<file path="src/rtl/pfq_pkg.sv">
package pfq_pkg;

  localparam int SEG_W  = 16;
  localparam int OFF_W  = 16;
  localparam int ADDR_W = 20;
  localparam int WORD_W = 16;
  localparam int SHIFT  = ADDR_W - SEG_W;

  typedef enum logic [1:0] {
    SQ_IDLE  = 2'd0,
    SQ_FETCH = 2'd1,
    SQ_OPER  = 2'd2
  } seq_state_t;

  // Segment times 16 plus offset, truncated to the address width.
  function automatic logic [ADDR_W-1:0] phys_addr(
    input logic [SEG_W-1:0] seg,
    input logic [OFF_W-1:0] off
  );
    logic [ADDR_W-1:0] base;
    logic [ADDR_W-1:0] disp;
    base = {seg, {SHIFT{1'b0}}};
    disp = {{(ADDR_W-OFF_W){1'b0}}, off};
    return base + disp;
  endfunction

endpackage

</file>
<file path="src/rtl/pfq_buffer.sv">
module pfq_buffer #(
  parameter int DEPTH = 6,
  parameter int PTR_W = $clog2(DEPTH),
  parameter int LVL_W = $clog2(DEPTH + 1)
) (
  input  logic             clk,
  input  logic             rst_n,
  input  logic             clear,
  input  logic [1:0]       push_n,
  input  logic [7:0]       push_lo,
  input  logic [7:0]       push_hi,
  input  logic             pop,
  output logic             out_valid,
  output logic [7:0]       out_byte,
  output logic [LVL_W-1:0] level
);

  logic [7:0]       slot [DEPTH];
  logic [PTR_W-1:0] rd_ptr;
  logic [PTR_W-1:0] wr_ptr;
  logic [PTR_W-1:0] wr_next;
  logic             pop_taken;

  function automatic logic [PTR_W-1:0] wrap_add(
    input logic [PTR_W-1:0] ptr,
    input logic [1:0]       n
  );
    logic [PTR_W:0] sum;
    sum = {1'b0, ptr} + (PTR_W+1)'(n);
    if (sum >= (PTR_W+1)'(DEPTH)) sum = sum - (PTR_W+1)'(DEPTH);
    return sum[PTR_W-1:0];
  endfunction

  assign wr_next   = wrap_add(wr_ptr, 2'd1);
  assign pop_taken = pop && (level != '0) && !clear;
  assign out_valid = (level != '0);
  assign out_byte  = slot[rd_ptr];

  always_ff @(posedge clk) begin
    if (!rst_n) begin
      rd_ptr <= '0;
      wr_ptr <= '0;
      level  <= '0;
    end else if (clear) begin
      rd_ptr <= '0;
      wr_ptr <= '0;
      level  <= '0;
    end else begin
      wr_ptr <= wrap_add(wr_ptr, push_n);
      if (pop_taken) rd_ptr <= wrap_add(rd_ptr, 2'd1);
      level <= level + LVL_W'(push_n) - LVL_W'(pop_taken);
    end
  end

  always_ff @(posedge clk) begin
    if (!rst_n) begin
      for (int i = 0; i < DEPTH; i++) slot[i] <= '0;
    end else if (!clear) begin
      for (int i = 0; i < DEPTH; i++) begin
        if (push_n != 2'd0 && wr_ptr == PTR_W'(i))
          slot[i] <= push_lo;
        else if (push_n == 2'd2 && wr_next == PTR_W'(i))
          slot[i] <= push_hi;
      end
    end
  end

endmodule

</file>
<file path="src/rtl/pfq_ptr.sv">
module pfq_ptr #(
  parameter logic [15:0] RESET_SEG = 16'hF000,
  parameter logic [15:0] RESET_OFF = 16'hFFF0
) (
  input  logic        clk,
  input  logic        rst_n,
  input  logic        load,
  input  logic [15:0] load_seg,
  input  logic [15:0] load_off,
  input  logic [1:0]  step,
  output logic [15:0] cs,
  output logic [15:0] ip
);

  always_ff @(posedge clk) begin
    if (!rst_n) begin
      cs <= RESET_SEG;
      ip <= RESET_OFF;
    end else if (load) begin
      cs <= load_seg;
      ip <= load_off;
    end else begin
      ip <= ip + 16'(step);
    end
  end

endmodule

</file>
<file path="src/rtl/pfq_seq.sv">
module pfq_seq
  import pfq_pkg::*;
#(
  parameter int DEPTH = 6,
  parameter int LVL_W = $clog2(DEPTH + 1)
) (
  input  logic              clk,
  input  logic              rst_n,
  input  logic              flush,
  input  logic [LVL_W-1:0]  level,
  input  logic              op_req,
  input  logic              op_we,
  input  logic [ADDR_W-1:0] op_addr,
  input  logic [WORD_W-1:0] op_wdata,
  input  logic [SEG_W-1:0]  cs,
  input  logic [OFF_W-1:0]  ip,
  input  logic              bus_done,
  input  logic [WORD_W-1:0] bus_rdata,
  output logic              bus_req,
  output logic [ADDR_W-1:0] bus_addr,
  output logic              bus_we,
  output logic              bus_byte,
  output logic [WORD_W-1:0] bus_wdata,
  output logic              op_done,
  output logic [WORD_W-1:0] op_rdata,
  output logic [1:0]        push_n,
  output logic [7:0]        push_lo,
  output logic [7:0]        push_hi,
  output logic              in_fetch,
  output logic              fetch_start,
  output logic              fetch_end
);

  seq_state_t        state_q;
  logic [ADDR_W-1:0] addr_q;
  logic              we_q;
  logic              byte_q;
  logic [WORD_W-1:0] wdata_q;
  logic              drop_q;
  logic              room;
  logic              op_start;
  logic              keep;

  assign room        = (level <= LVL_W'(DEPTH - 2));
  assign op_start    = (state_q == SQ_IDLE) && op_req;
  assign fetch_start = (state_q == SQ_IDLE) && !op_req && !flush && room;
  assign in_fetch    = (state_q == SQ_FETCH);
  assign fetch_end   = in_fetch && bus_done;
  assign keep        = fetch_end && !drop_q && !flush;

  assign push_n  = keep ? (byte_q ? 2'd1 : 2'd2) : 2'd0;
  assign push_lo = byte_q ? bus_rdata[15:8] : bus_rdata[7:0];
  assign push_hi = bus_rdata[15:8];

  assign bus_req   = (state_q != SQ_IDLE);
  assign bus_addr  = addr_q;
  assign bus_we    = we_q;
  assign bus_byte  = byte_q;
  assign bus_wdata = wdata_q;
  assign op_done   = (state_q == SQ_OPER) && bus_done;
  assign op_rdata  = bus_rdata;

  always_ff @(posedge clk) begin
    if (!rst_n) begin
      state_q <= SQ_IDLE;
      addr_q  <= '0;
      we_q    <= 1'b0;
      byte_q  <= 1'b0;
      wdata_q <= '0;
      drop_q  <= 1'b0;
    end else begin
      unique case (state_q)
        SQ_IDLE: begin
          drop_q <= 1'b0;
          if (op_start) begin
            state_q <= SQ_OPER;
            addr_q  <= op_addr;
            we_q    <= op_we;
            wdata_q <= op_wdata;
            byte_q  <= 1'b0;
          end else if (fetch_start) begin
            state_q <= SQ_FETCH;
            addr_q  <= phys_addr(cs, ip);
            we_q    <= 1'b0;
            byte_q  <= ip[0];
          end
        end
        SQ_FETCH: begin
          if (bus_done) begin
            state_q <= SQ_IDLE;
            drop_q  <= 1'b0;
          end else if (flush) begin
            drop_q  <= 1'b1;
          end
        end
        SQ_OPER: begin
          if (bus_done) state_q <= SQ_IDLE;
        end
        default: state_q <= SQ_IDLE;
      endcase
    end
  end

endmodule

</file>
<file path="src/rtl/prefetch_queue.sv">
module prefetch_queue #(
  parameter int          DEPTH     = 6,
  parameter logic [15:0] RESET_SEG = 16'hF000,
  parameter logic [15:0] RESET_OFF = 16'hFFF0
) (
  input  logic        clk,
  input  logic        rst_n,
  input  logic        flush,
  input  logic [15:0] flush_seg,
  input  logic [15:0] flush_off,
  output logic        q_valid,
  output logic [7:0]  q_byte,
  input  logic        q_pop,
  input  logic        op_req,
  input  logic        op_we,
  input  logic [19:0] op_addr,
  input  logic [15:0] op_wdata,
  output logic        op_done,
  output logic [15:0] op_rdata,
  output logic        bus_req,
  output logic [19:0] bus_addr,
  output logic        bus_we,
  output logic        bus_byte,
  output logic [15:0] bus_wdata,
  input  logic        bus_done,
  input  logic [15:0] bus_rdata
);

  localparam int PTR_W = $clog2(DEPTH);
  localparam int LVL_W = $clog2(DEPTH + 1);

  // Internal events brought out for the checker.
  logic [LVL_W-1:0] fill_level;
  logic [1:0]       push_n;
  logic [7:0]       push_lo;
  logic [7:0]       push_hi;
  logic [15:0]      cs;
  logic [15:0]      ip;
  logic             in_fetch;
  logic             fetch_start;
  logic             fetch_end;

  pfq_ptr #(
    .RESET_SEG(RESET_SEG),
    .RESET_OFF(RESET_OFF)
  ) u_ptr (
    .clk      (clk),
    .rst_n    (rst_n),
    .load     (flush),
    .load_seg (flush_seg),
    .load_off (flush_off),
    .step     (push_n),
    .cs       (cs),
    .ip       (ip)
  );

  pfq_buffer #(
    .DEPTH(DEPTH),
    .PTR_W(PTR_W),
    .LVL_W(LVL_W)
  ) u_buf (
    .clk       (clk),
    .rst_n     (rst_n),
    .clear     (flush),
    .push_n    (push_n),
    .push_lo   (push_lo),
    .push_hi   (push_hi),
    .pop       (q_pop),
    .out_valid (q_valid),
    .out_byte  (q_byte),
    .level     (fill_level)
  );

  pfq_seq #(
    .DEPTH(DEPTH),
    .LVL_W(LVL_W)
  ) u_seq (
    .clk         (clk),
    .rst_n       (rst_n),
    .flush       (flush),
    .level       (fill_level),
    .op_req      (op_req),
    .op_we       (op_we),
    .op_addr     (op_addr),
    .op_wdata    (op_wdata),
    .cs          (cs),
    .ip          (ip),
    .bus_done    (bus_done),
    .bus_rdata   (bus_rdata),
    .bus_req     (bus_req),
    .bus_addr    (bus_addr),
    .bus_we      (bus_we),
    .bus_byte    (bus_byte),
    .bus_wdata   (bus_wdata),
    .op_done     (op_done),
    .op_rdata    (op_rdata),
    .push_n      (push_n),
    .push_lo     (push_lo),
    .push_hi     (push_hi),
    .in_fetch    (in_fetch),
    .fetch_start (fetch_start),
    .fetch_end   (fetch_end)
  );

endmodule

</file>
<file path="config.mk">
export PLATFORM = sky130hd
export DESIGN_NAME = prefetch_queue
export DESIGN_NICKNAME = d
export VERILOG_FILES = /design/src/rtl/pfq_pkg.sv /design/src/rtl/pfq_buffer.sv /design/src/rtl/pfq_ptr.sv /design/src/rtl/pfq_seq.sv /design/src/rtl/prefetch_queue.sv
export SDC_FILE = /design/constraint.sdc
export NUM_CORES = 1
export LEC_CHECK = 0
export BUFFER_PORTS_ARGS = -buffer_cell sky130_fd_sc_hd__buf_2
export CAP_MARGIN = 20
export CORE_MARGIN = 3
export CORE_UTILIZATION = 40
export CTS_BUF_LIST = sky130_fd_sc_hd__clkbuf_4
export CTS_CLUSTER_DIAMETER = 80
export CTS_CLUSTER_SIZE = 20
export DETAILED_ROUTE_END_ITERATION = 6
export GPL_ROUTABILITY_DRIVEN = 0
export SKIP_LAST_GASP = 1
export SLEW_MARGIN = 0
export SYNTH_ARGS = -nofsm -noshare
export SYNTH_HDL_FRONTEND = slang
export SYNTH_SLANG_ARGS = --single-unit
</file>
<file path="constraint.sdc">
create_clock -name clk -period 8.12 [get_ports clk]
set_input_delay 1.218 -clock clk [delete_from_list [all_inputs] [get_ports clk]]
set_output_delay 1.218 -clock clk [all_outputs]
set_load 0.02 [all_outputs]
</file>
# Yosys cells after proc, flatten, opt, wreduce, memory -nomap -nowiden

Memories as Yosys holds them, arrays and structs flattened. A register that Yosys moved wholly into a read port is not among the register bits.
Index checks and enable logic that the tools add are counted.

Bitwise logic cells: 13
Reduce and logical (&&, ||, !) cells: 39
Add/sub/neg operators: 10
Order comparisons: 4
Equal/unequal tests: 16
Muxes and demuxes: 89

Operators with widths:

| operator                                                               | count |
|---|---|
| 8-bit two-way mux                                                      | 13 |
| 1-bit two-way mux                                                      | 61 |
| 20-bit two-way mux                                                     | 2 |
| 1-bit logical AND                                                      | 22 |
| 20-bit by 16-bit adder with 20-bit output                              | 1 |
| 16-bit by 2-bit adder with 16-bit output                               | 1 |
| 16-bit two-way mux                                                     | 1 |
| 3-bit two-way mux                                                      | 5 |
| 3-bit by 2-bit == test with 1-bit output (second input constant)       | 4 |
| 3-bit == test (second input constant)                                  | 4 |
| 4-bit by 3-bit >= comparator with 1-bit output (second input constant) | 3 |
| 1-bit bitwise OR                                                       | 12 |
| 2-bit two-way mux                                                      | 5 |
| 3-bit subtractor (second input constant)                               | 3 |
| 3-bit by 1-bit adder with 4-bit output (second input constant)         | 2 |
| 2-bit AND reduction                                                    | 4 |
| 2-bit nonzero test                                                     | 4 |
| 3-bit by 1-bit == test with 1-bit output (second input constant)       | 2 |
| 3-bit logical NOT                                                      | 2 |
| 3-bit by 2-bit adder with 4-bit output                                 | 1 |
| 2-bit == test (second input constant)                                  | 2 |
| 2-bit one-hot mux with 2 select lines                                  | 1 |
| 2-bit OR reduction                                                     | 2 |
| 3-bit by 2-bit adder with 3-bit output                                 | 1 |
| other kinds (11)                                                       | 13 |

Input port bits: 91
Memories: 1
Register bits: 82
Output and inout bits: 65
Word-level logic and storage cells: 183
Memory bits (writable): 48

Memory list:

| memory     | words | width | read ports | clocked after Yosys merged registers in | write ports | line             | source |
|---|---|---|---|---|---|---|---|
| u_buf.slot | 6     | 8     | 1          | 1                                       | 6           | pfq_buffer.sv:18 | `logic [7:0] slot [DEPTH];` |

# Logic depth before layout (Yosys ltp)

Gate-level depths: netlist (run 1).

Depth in word-level cells: 13
Depth in mapped cells: 13
Gate-level depth less buffers: 13

# Hierarchy

From an unflattened synthesis (run 1), not the netlist that was laid out.

Cell total of the unflattened synthesis: 742
Area, all modules: 7369.6 um^2

By module, submodules not included:

| module     | area an instance (um^2) | instances | cells an instance | seq. area each (um^2) |
|---|---|---|---|---|
| pfq_buffer | 3233.1                  | 1         | 252               | 1681.6 |
| pfq_seq    | 2585.0                  | 1         | 325               | 820.8 |
| pfq_ptr    | 1551.5                  | 1         | 165               | 640.6 |

# Least setup slack after synthesis (run 1)

No wires, ideal clock.

Path kind: in2reg
Start: input port flush
End: register u_ptr.ip[14]
Slack: 4650 ps
Cell stages on the path: 11
Buffers on the path: 1
Library setup time: 70 ps
Data required time: 8050 ps
Arrival: 3400 ps
Cell sequence: buf_2 > and4bb_4 > and2_1 > ha_1 > inv_1 > fa_1 > nand4b_1 > nor3_1 > nand3_1 > xor2_1 > a21oi_1

Word-level cells in the longest chain between the ends: 5

Ends and longest elaborated chain:

| element                                  | line                | source |
|---|---|---|
| start: declaration                       | prefetch_queue.sv:8 | `input logic flush,` |
| 1-bit logical NOT                        | pfq_seq.sv:49       | `assign keep = fetch_end && !drop_q && !flush;` |
| 1-bit logical AND                        | pfq_seq.sv:49       |  |
| 2-bit two-way mux                        | pfq_seq.sv:51       | `assign push_n = keep ? (byte_q ? 2'd1 : 2'd2) : 2'd0;` |
| 16-bit by 2-bit adder with 16-bit output | pfq_ptr.sv:23       | `ip <= ip + 16'(step);` |
| 16-bit two-way mux *                     | pfq_ptr.sv:19       | `end else if (load) begin` |
| end signal: assignment                   | pfq_ptr.sv:21       | `ip <= load_off;` |
| end signal: assignment                   | pfq_ptr.sv:23       |  |
| end: declaration                         | pfq_ptr.sv:12       | `output logic [15:0] ip` |

Every way passes the cells marked *; elsewhere a longest branch is shown, timed or not.
A chain may end at the register's enable or synchronous reset.

# Final worst setup path (run 1)

Ends and elaborated chain as after synthesis.

==> out/results.tsv, run 1 <==
metric	value	unit
synth_area	7060	µm²
yosysWarnings	0	
synth.mux.area_fraction	7.37	%
worstHoldPathType	flop to flop	
dp.final_hpwl	13500	µm
ys_types	64	
grt_use_total	19.7	%
drv_cap	0	
worstMarginPinSlew	1010	ps
overflow	0	
wl	19200	µm
hold_violations	0	
drive_gt1_share	25.8	%
setup-tns-final	0	ps
postPlaceCellArea	7870	µm²
post-cts-setup-buffers	0	
outcome	finished, final reports clean	
vias	5747	
syn2layout_area_growth	16.1	%
num_rows	47	
cts_tree	built	
async_flop_share	0	%
fin_crit	3500	ps
ir_drop	0.000103	V
crit_fanout	44	
cp.arrival	3990	ps
hold_depth	2	
clkSinkCount	133	
yosysSeqAreaShare	44.5	%
grt_max_degree	53	
ctsHtreeMaxLevel	4	
setup.worst_path.start_class	input pin	
synthCells	714	
synth_ff_type	dfxtp_1	
drt_iter0_markers	271	
ctsResizeCount	0	
layout.nets	969	
synth-edff-count	48	
fin_skew	25.9	ps
die_w	139	µm
critPathMaxStageDelay	460	ps
drc	0	
path_cells	buf_2, buf_4, and4bb_4, and2_1, ha_1, inv_1, fa_1, nand4b_1, nor3_1, nand3_1, xor2_1, a21oi_1	
powerDensity	185	nW/µm²
r2r_cells	12	
finish.utilization	48.4	%
ys_ff_latch	133	
slew_headroom	32.9	%
clock_path_buffers	2	
slew_viol_final	0	
antenna_left	0	
antenna_found_initial	1	
core_area	16900	µm²
crit_required	8610	ps
cts_root_buf	clkbuf_4	
p_leak	0.00344	µW
crit_path_end_kind	flop	
synth_compound_area_share	17.8	%
ctsHoldBuffers	0	
stdcell_count	1079	
setup_viol_count_final	0	
synth_xor_area_share	3.47	%
cp_slowest_cell	and4bb_4	
timing.fmax	285	MHz
cts_inserted_buffers	17	
worstSetupPathType	input pin to flop	
drt-pass1-iter-count	5	
yosys.area_share.simple	15.4	%
vias_per_cell	5.33	
wire_per_inst	17.8	µm
grt_first_pass_wirelength	30200	µm
final_area	8190	µm²
fin_crit_sh	43.1	%
dieArea	19300	µm²
clock_latency	550	ps
die_height	139	µm
synth.avg_cell_area	9.89	µm²
dp.cells	1045	
portBuffers	155	
rsz0062_at_grt	no	
num_io_pins	156	
initial_core_util	41.7	%
clk_pin_slew_worst_paths	120	ps
synth_fp_nets	838	
synth_top_family_by_area	compound AO/OA/AOI/OAI gates	
first_global_vias	5568	
synthAdderAreaFrac	6.28	%
==> final timing paths <==
check / start / end / slack [ps]
worst max-delay path: flush / u_ptr.ip[14] / 4620
worst min-delay path: u_seq.bus_wdata[7] / u_seq.bus_wdata[7] / 460
worst max register to register: u_seq.state_q[1] / u_ptr.ip[14] / 5270
worst min register to register: u_seq.bus_wdata[7] / u_seq.bus_wdata[7] / 460
==> Yosys cell counts, types with 6 or more instances <==
| library cell | instances | area [µm²] |
|---|---|---|
| xnor2_1 | 14 | 123 |
| a311oi_1 | 6 | 52.6 |
| buf_4 | 16 | 120 |
| a22o_1 | 48 | 420 |
| nand3_1 | 26 | 130 |
| and2_1 | 8 | 50.1 |
| clkbuf_1 | 16 | 60.1 |
| o221ai_1 | 6 | 52.6 |
| ha_1 | 29 | 363 |
| inv_1 | 23 | 86.3 |
| mux2i_1 | 34 | 340 |
| nand2_1 | 89 | 334 |
| a22oi_1 | 6 | 45.0 |
| edfxtp_1 | 48 | 1440 |
| dfxtp_1 | 85 | 1700 |
| nand4_1 | 8 | 50.1 |
| o21ai_0 | 15 | 75.1 |
| buf_2 | 10 | 50.1 |
| xor2_1 | 14 | 123 |
| mux4_2 | 8 | 180 |
| nor2_1 | 63 | 236 |
| a21oi_1 | 56 | 280 |
==> layer usage <==
metal	global-route usage, %	vias up	routed length (µm)
li1	-	2848	-
met1	24.4	2697	8030
met2	33.8	179	9510
met3	6.03	21	1390
met4	4.69	2	245
met5	0	-	13
==> critical path, delay by kind of cell <==
kind / cells / cell delay (ps)
compound gates: 1 / 130
simple gates: 5 / 1430
buf+inv: 3 / 450
fa+ha+maj: 2 / 600
xor+xnor: 1 / 160
==> power breakdown <==
part | switching, µW | internal (µW) | leakage, µW
sequential | 24.8 | 730 | 0.00120
combinational | 184 | 108 | 0.00208
clock | 252 | 219 | 0.000162
total | 461 | 1060 | 0.00344
==> sequential cells by signal (all words and copies together), names as in the netlist, named ones only <==
| name | cells |
|---|---|
| u_buf.rd_ptr | 3 |
| u_seq.drop_q | 1 |
| u_buf.level | 3 |
| u_seq.bus_we | 1 |
| u_seq.state_q | 2 |
| u_seq.bus_addr | 20 |
| u_buf.wr_ptr | 3 |
| u_seq.bus_wdata | 16 |
| u_seq.bus_byte | 1 |
| u_ptr.cs | 16 |
| u_buf.slot | 48 |
| u_ptr.ip | 16 |
==> area by class of cell <==
type                       count  area (µm²)
fill                        1664        8740
multi-input combinational    509        3550
sequential                   133        3140
timing repair buffer         160         833
tap                          220         275
clock inverter                13         155
clock buffer                  19         143
inverter                      24        90.1
antenna                        1        2.50
==> kinds of logic after synthesis <==
kind of cell / count (synthesis)
fa+ha+maj: 33
mux: 42
xor+xnor: 28
flops: 133
simple gates: 232
compound gates: 174
buf+inv: 72
==> cells in the final DEF (no fill, tap or decap), drive strengths merged, types with 2 or more instances in the layout <==
master and instances:
xor2 14, a21o 3, o21ai 21, o22ai 2, edfxtp 48, o211ai 5
a22oi 6, nand2 89, nand3b 4, nor2b 4, o221ai 6, bufinv 3
o21a 3, fa 4, nand4 8, and2 9, buf 160, mux2i 34
clkbuf 19, o41ai 2, and3 3, nand3 26, a22o 49, dfxtp 85
a21oi 58, clkinv 7, a31oi 4, ha 29, inv 26, mux4 8
nor3b 6, a311oi 6, xnor2 14, a211oi 2, nor2 67, nor3 6
nand2b 5
==> per-stage QoR <==
| step | power (µW) | setup WS, ps | hold WS, ps |
|---|---|---|---|
| after detailed placement | 1060 | 4010 | 445 |
| after global placement | 1060 | 4070 | 439 |
| after floorplan | 961 | 4650 | 445 |
| after CTS | 1530 | 4210 | 462 |
| after global routing | 1600 | 4450 | 479 |
| final | 1520 | 4620 | 460 |
Note: power is estimated with default switching activity, not from simulation.
==> run 2, diff against run 1 <==
Settings changed: ABC_AREA set to 1.
Clock period 8.12 ns to 3.5 ns, I/O delays scaled along.
==> out/results.tsv, run 2 <==
metric	value	unit	change
outcome	finished, final reports clean		
worstMarginPinSlew	854	ps	-152 ps
grt_use_total	21.2	%	+1.5 points
fin_crit	2960	ps	
synth_ff_type	dfxtp_1		
synth_top_cell_by_area	dfxtp_1		
num_io_pins	156		unchanged
top_layer	met4		
met3_length	1080	µm	-22%
antenna_found_initial	1		unchanged
powerDensity	424	nW/µm²	+130%
synth_area	7400	µm²	+4.8%
drc	0		unchanged
p_int	2450	µW	+130%
final_area	8570	µm²	+4.6%
ctsHtreeMaxLevel	4		unchanged
grt_max_degree	45		-15%
first_global_vias	6828		+23%
grt_first_pass_wirelength	34100	µm	+13%
rsz0062_at_grt	no		
nFillCells	1849		+11%
overflow	0		unchanged
drt_iter0_markers	418		+54%
ctsHoldBuffers	0		unchanged
clock_path_buffers	2		unchanged
synthTopCellsByArea	dfxtp_1 (23%), edfxtp_1 (19%), nand2_1 (11%)		
die_w	142	µm	+2.3%
slew_viol_final	0		unchanged
critical_path_buf_inv_count	3		unchanged
antenna_left	0		unchanged
setup.worst_path.start_class	flop		
drt-pass1-iter-count	7		+2
cts_root_buf	clkbuf_4		
path_cells	inv_1, ha_1, nand2_1, nor3_4, inv_2, nor2_1, ha_1, inv_1, fa_1, nor2_2, nand2_1, nor2_1, nand3_1, o21ai_0, o21bai_1		
yosysSeqAreaShare	42.5	%	-2.0 points
ys_types	41		-36%
yosys-top-cells-count	nand2_1 (220), nor2_1 (117), inv_1 (100), dfxtp_1 (85), o21ai_0 (76)		
synth.avg_cell_area	7.55	µm²	-24%
cts_tree	built		
cp.arrival	3430	ps	-560 ps
worstSetupPathType	flop to flop		
clock_latency	560	ps	about the same
holdWs	175	ps	-284 ps
crit_path_end_kind	flop		
num_rows	49		+4.3%
synth_top_area_share	23.0	%	-1.1 points
portBuffers	155		unchanged
p_leak	0.00405	µW	+18%
largest_register	u_buf.slot		
routed-wl-met2	10400	µm	+9.4%
ir_drop	0.000201	V	+95%
crit_fanout	9		-80%
largest_reg_flops	48		unchanged
dieArea	20200	µm²	+4.6%
pwr-share-seq	48.4	%	-1.3 points
fin_skew	16.8	ps	-9.12 ps
cts_inserted_buffers	17		unchanged
fin_crit_sh	84.6	%	
synth.most_common_cell	nand2_1		
clockPowerShare	30.8	%	-0.3 points
die_height	142	µm	+2.3%
ctsResizeCount	0		unchanged
syn2layout_area_growth	15.9	%	
clk_pin_slew_worst_paths	130	ps	about the same
slew_headroom	43.0	%	+10 points
p_total	3640	µW	+140%
initial_core_util	40.9	%	-0.77 points
crit_required	3960	ps	-4650 ps
cp_slowest_cell	fa_1		
core_area	18100	µm²	+6.8%
hold_violations	0		unchanged
dp.final_hpwl	15300	µm	+13%
synthCells	980		+37%
p_sw	1190	µW	+160%
pwr-share-comb	20.8	%	+1.6 points
mostFrequentLayoutCells	nand2_1 (220), buf_2 (155), nor2_1 (117)		
critical_path.top_delay_family	simple AND/OR/NAND/NOR gates		
post-cts-setup-buffers	0		unchanged
drv_cap	0		unchanged
postPlaceCellArea	8260	µm²	+5.0%
drive_gt1_share	20.0	%	-5.8 points
vias	6877		+20%
timing.fmax	338	MHz	
wire_per_inst	15.6	µm	-12%
layout.nets	1237		+28%
synth-edff-count	48		unchanged
drt-met1-wl	9320	µm	+16%
async_flop_share	0	%	unchanged
setup_viol_count_final	0		unchanged
worstHoldPathType	input pin to flop		
setup-tns-final	0	ps	unchanged
clkSinkCount	133		unchanged
final_common_cell	nand2_1		
yosysWarnings	0		unchanged
synth_fp_nets	1104		+32%
sw_frac_of_total	32.6	%	+2.2 points
wl	21200	µm	+10%
vias_per_cell	5.07		-4.9%
ys_ff_latch	133		unchanged
critPathMaxStageDelay	410	ps	-50 ps
run 2: worst register-to-register path: stages, from the launching register on:
cell and delay [ps]:
dfxtp_1 340, inv_1 80, ha_1 190, nand2_1 110, nor3_4 190, inv_2 150, nor2_1 210, ha_1 210
inv_1 50, fa_1 410, nor2_2 230, nand2_1 90, nor2_1 170, nand3_1 180, o21ai_0 200, o21bai_1 90
run 2: power by group through the flow:
| stage | logic [µW] | registers [µW] | clock network (µW) |
|---|---|---|---|
| 2_1_floorplan | 462 | 1840 | 0 |
| 3_3_place_gp | 756 | 1790 | 0 |
| 3_5_place_dp | 759 | 1790 | 0 |
| 4_1_cts | 763 | 1760 | 1140 |
| 5_1_grt | 852 | 1770 | 1200 |
| 6_report | 757 | 1760 | 1120 |
run 2: cell families after synthesis:
family	Yosys count	synth area share, %
buffers and inverters	161	9.32
and+or+nand+nor	415	24.2
AOI/OAI and AO/OA	226	16.6
DFF	133	42.5
xor gates and xnor gates	12	1.42
adders and majority gates	33	5.99
run 2: metal layers:
metal	track usage [%]	vias to the layer above
met4	6.57	0
li1	-	3509
met5	0	-
met3	4.27	31
met2	36.5	199
met1	26.9	3138
run 2: path summary, 6_finish.rpt:
path	from	to	slack [ps]	cells after the start
worst max register to register	u_seq.state_q[1]	u_ptr.ip[14]	540	15
worst min-delay path	flush_off[13]	u_ptr.ip[13]	180	3
worst min register to register	u_seq.bus_we	u_seq.bus_we	470	2
worst max-delay path	u_seq.state_q[1]	u_ptr.ip[14]	540	15
run 2: layout make-up:
type	count	area, µm²	area share (%)
Antenna cell	2	5.00	0.0584
Clock buffer	17	128	1.49
Clock inverter	15	179	2.09
Inverter	109	410	4.79
Multi-Input combinational cell	686	3560	41.6
Sequential cell	133	3140	36.7
Tap cell	229	287	3.34
Timing Repair Buffer	166	858	10.0
run 2: through the flow:
stage | std cells | util [%] | worst slack (ps)
6_report | 1357 | 47.4 | 538
5_1_grt | 1357 | 47.4 | 259
4_1_cts | 1355 | 47.4 | 522
3_5_place_dp | 1323 | 45.7 | 500
3_3_place_gp | 1323 | 45.7 | 593
2_1_floorplan | 980 | - | 878
==> run 3, diff against run 2 <==
Clock period 3.5 ns to 3.1 ns, I/O delays scaled along.
==> out/results.tsv, run 3 (synthesis gave the netlist of run 2 again) <==
metric	value	unit	change
worstMarginPinSlew	873	ps	+18.7 ps
drv_cap	0		unchanged
cts_tree	built		
clockPowerShare	32.3	%	+1.5 points
crit_fanout	9		unchanged
nFillCells	1841		-0.43%
powerDensity	488	nW/µm²	+15%
antenna_found_initial	2		+1
setup-tns-final	0	ps	unchanged
worstSetupPathType	flop to flop		
setup.worst_path.start_class	flop		
layout.nets	1235		-0.16%
clkSinkCount	133		unchanged
pwr-share-seq	47.4	%	-1.0 points
cp.arrival	3250	ps	-180 ps
p_int	2850	µW	+16%
grt_use_total	20.9	%	-0.36 points
wire_per_inst	15.2	µm	-2.5%
largest_reg_flops	48		unchanged
num_rows	49		unchanged
pwr-share-comb	20.3	%	-0.5 points
clock_path_buffers	2		unchanged
dp_slack	156	ps	-344 ps
crit_required	3570	ps	-390 ps
timing.fmax	360	MHz	+6.5%
outcome	finished, final reports clean		
fin_ws	318	ps	-220 ps
slew_headroom	41.7	%	-1.2 points
crit_path_end_kind	flop		
num_io_pins	156		unchanged
antenna_left	0		unchanged
drc	0		unchanged
initial_core_util	40.9	%	unchanged
largest_register	u_buf.slot		
dp.final_hpwl	15300	µm	+0.33%
dieArea	20200	µm²	unchanged
portBuffers	155		unchanged
syn2layout_area_growth	16.2	%	
cts_root_buf	clkbuf_4		
p_sw	1340	µW	+13%
ir_drop	0.000198	V	-1.2%
drt-pass1-iter-count	5		-2
core_area	18100	µm²	unchanged
clk_pin_slew_worst_paths	130	ps	about the same
mostFrequentLayoutCells	nand2_1 (220), buf_2 (155), nor2_1 (116)		
grt_first_pass_wirelength	33300	µm	-2.2%
p_leak	0.00406	µW	+0.14%
final_common_cell	nand2_1		
slew_viol_final	0		unchanged
vias_per_cell	5.04		-0.57%
die_height	142	µm	unchanged
fin_crit	2780	ps	-180 ps
sw_frac_of_total	32.0	%	-0.56 points
setup_viol_count_final	0		unchanged
fin_skew	30.5	ps	+13.7 ps
grt_max_degree	45		unchanged
drt_iter0_markers	559		+34%
vias	6828		-0.71%
overflow	0		unchanged
first_global_vias	6563		-3.9%
hold_violations	0		unchanged
drive_gt1_share	20.0	%	+0.036 points
cts_inserted_buffers	17		unchanged
clock_latency	580	ps	+20 ps
wl	20600	µm	-2.7%
rsz0062_at_grt	no		
ctsHtreeMaxLevel	4		unchanged
die_w	142	µm	unchanged
worstHoldPathType	input pin to flop		
fin_crit_sh	89.7	%	+5.1 points
==> run 3: changes by cell type in the layout (fill, tap and decap cells not counted), sizes merged <==
cell	delta
clkinvlp	-1
buf	-2
bufinv	+1
inv	-1
clkinv	+1
==> run 3: area by class of cell <==
type	instances	area, µm²	share of cell area (%)
clock buffers	17	128	1.48
repair buffers	164	843	9.81
well taps	229	287	3.33
clock inverters	15	204	2.37
diodes	2	5.00	0.0582
inverters	109	410	4.77
flip-flops and latches	133	3140	36.6
multi-input cells	686	3580	41.6
==> run 3: power groups by stage <==
stage	clock network, µW	registers, µW	logic [µW]
finish	1350	1990	851
global route	1460	2000	962
CTS	1390	1990	859
detailed placement	0	2030	854
global placement	0	2030	853
floorplan	0	2080	522
==> run 3: critical path, stage by stage, from the launching register on <==
cell and delay (ps):
dfxtp_1 350, inv_1 80, ha_1 180, nand2_1 100, nor3_4 170, inv_2 130, nor2_2 160, ha_1 190
inv_1 50, fa_1 430, nor2_4 180, nand2_1 70, nor2_1 190, nand3_2 140, o21ai_0 160, o21ai_1 80
==> run 3: final timing paths <==
kind                  end  slack [ps]             start  depth (start not counted)
max          u_ptr.ip[12]         320  u_seq.state_q[1]                         15
min          u_ptr.ip[13]         100     flush_off[13]                          3
max reg2reg  u_ptr.ip[12]         320  u_seq.state_q[1]                         15
min reg2reg  u_seq.bus_we         460      u_seq.bus_we                          2
==> run 3: per-layer routing <==
layer | up-vias | global-route usage, % | share of wire, %
li1 | 3500 | - | -
met1 | 3100 | 27.7 | 44
met2 | 199 | 34.2 | 48
met3 | 29 | 4.84 | 6.2
met4 | 0 | 6.01 | 1.9
met5 | - | 0 | 0
==> run 3: per-stage QoR <==
step / total power (µW) / instances / instance area, µm² / util, % / hold slack, ps
detailed placement: 2880 / 1321 / 8250 / 45.6 / 449
floorplan: 2600 / 980 / 7400 / - / 451
global route: 4430 / 1355 / 8600 / 47.5 / 60.1
finish: 4190 / 1355 / 8600 / 47.5 / 99.1
global placement: 2880 / 1321 / 8250 / 45.6 / 451
CTS: 4240 / 1353 / 8580 / 47.4 / 53.1
==> run 3: timing repair <==
item                                   4_1_cts  5_1_grt
setup buffers                                0        0
hold buffers                                 0        0
gates resized for setup                      0        4
endpoints found under the hold margin        0        0
setup endpoints to repair                    0        3
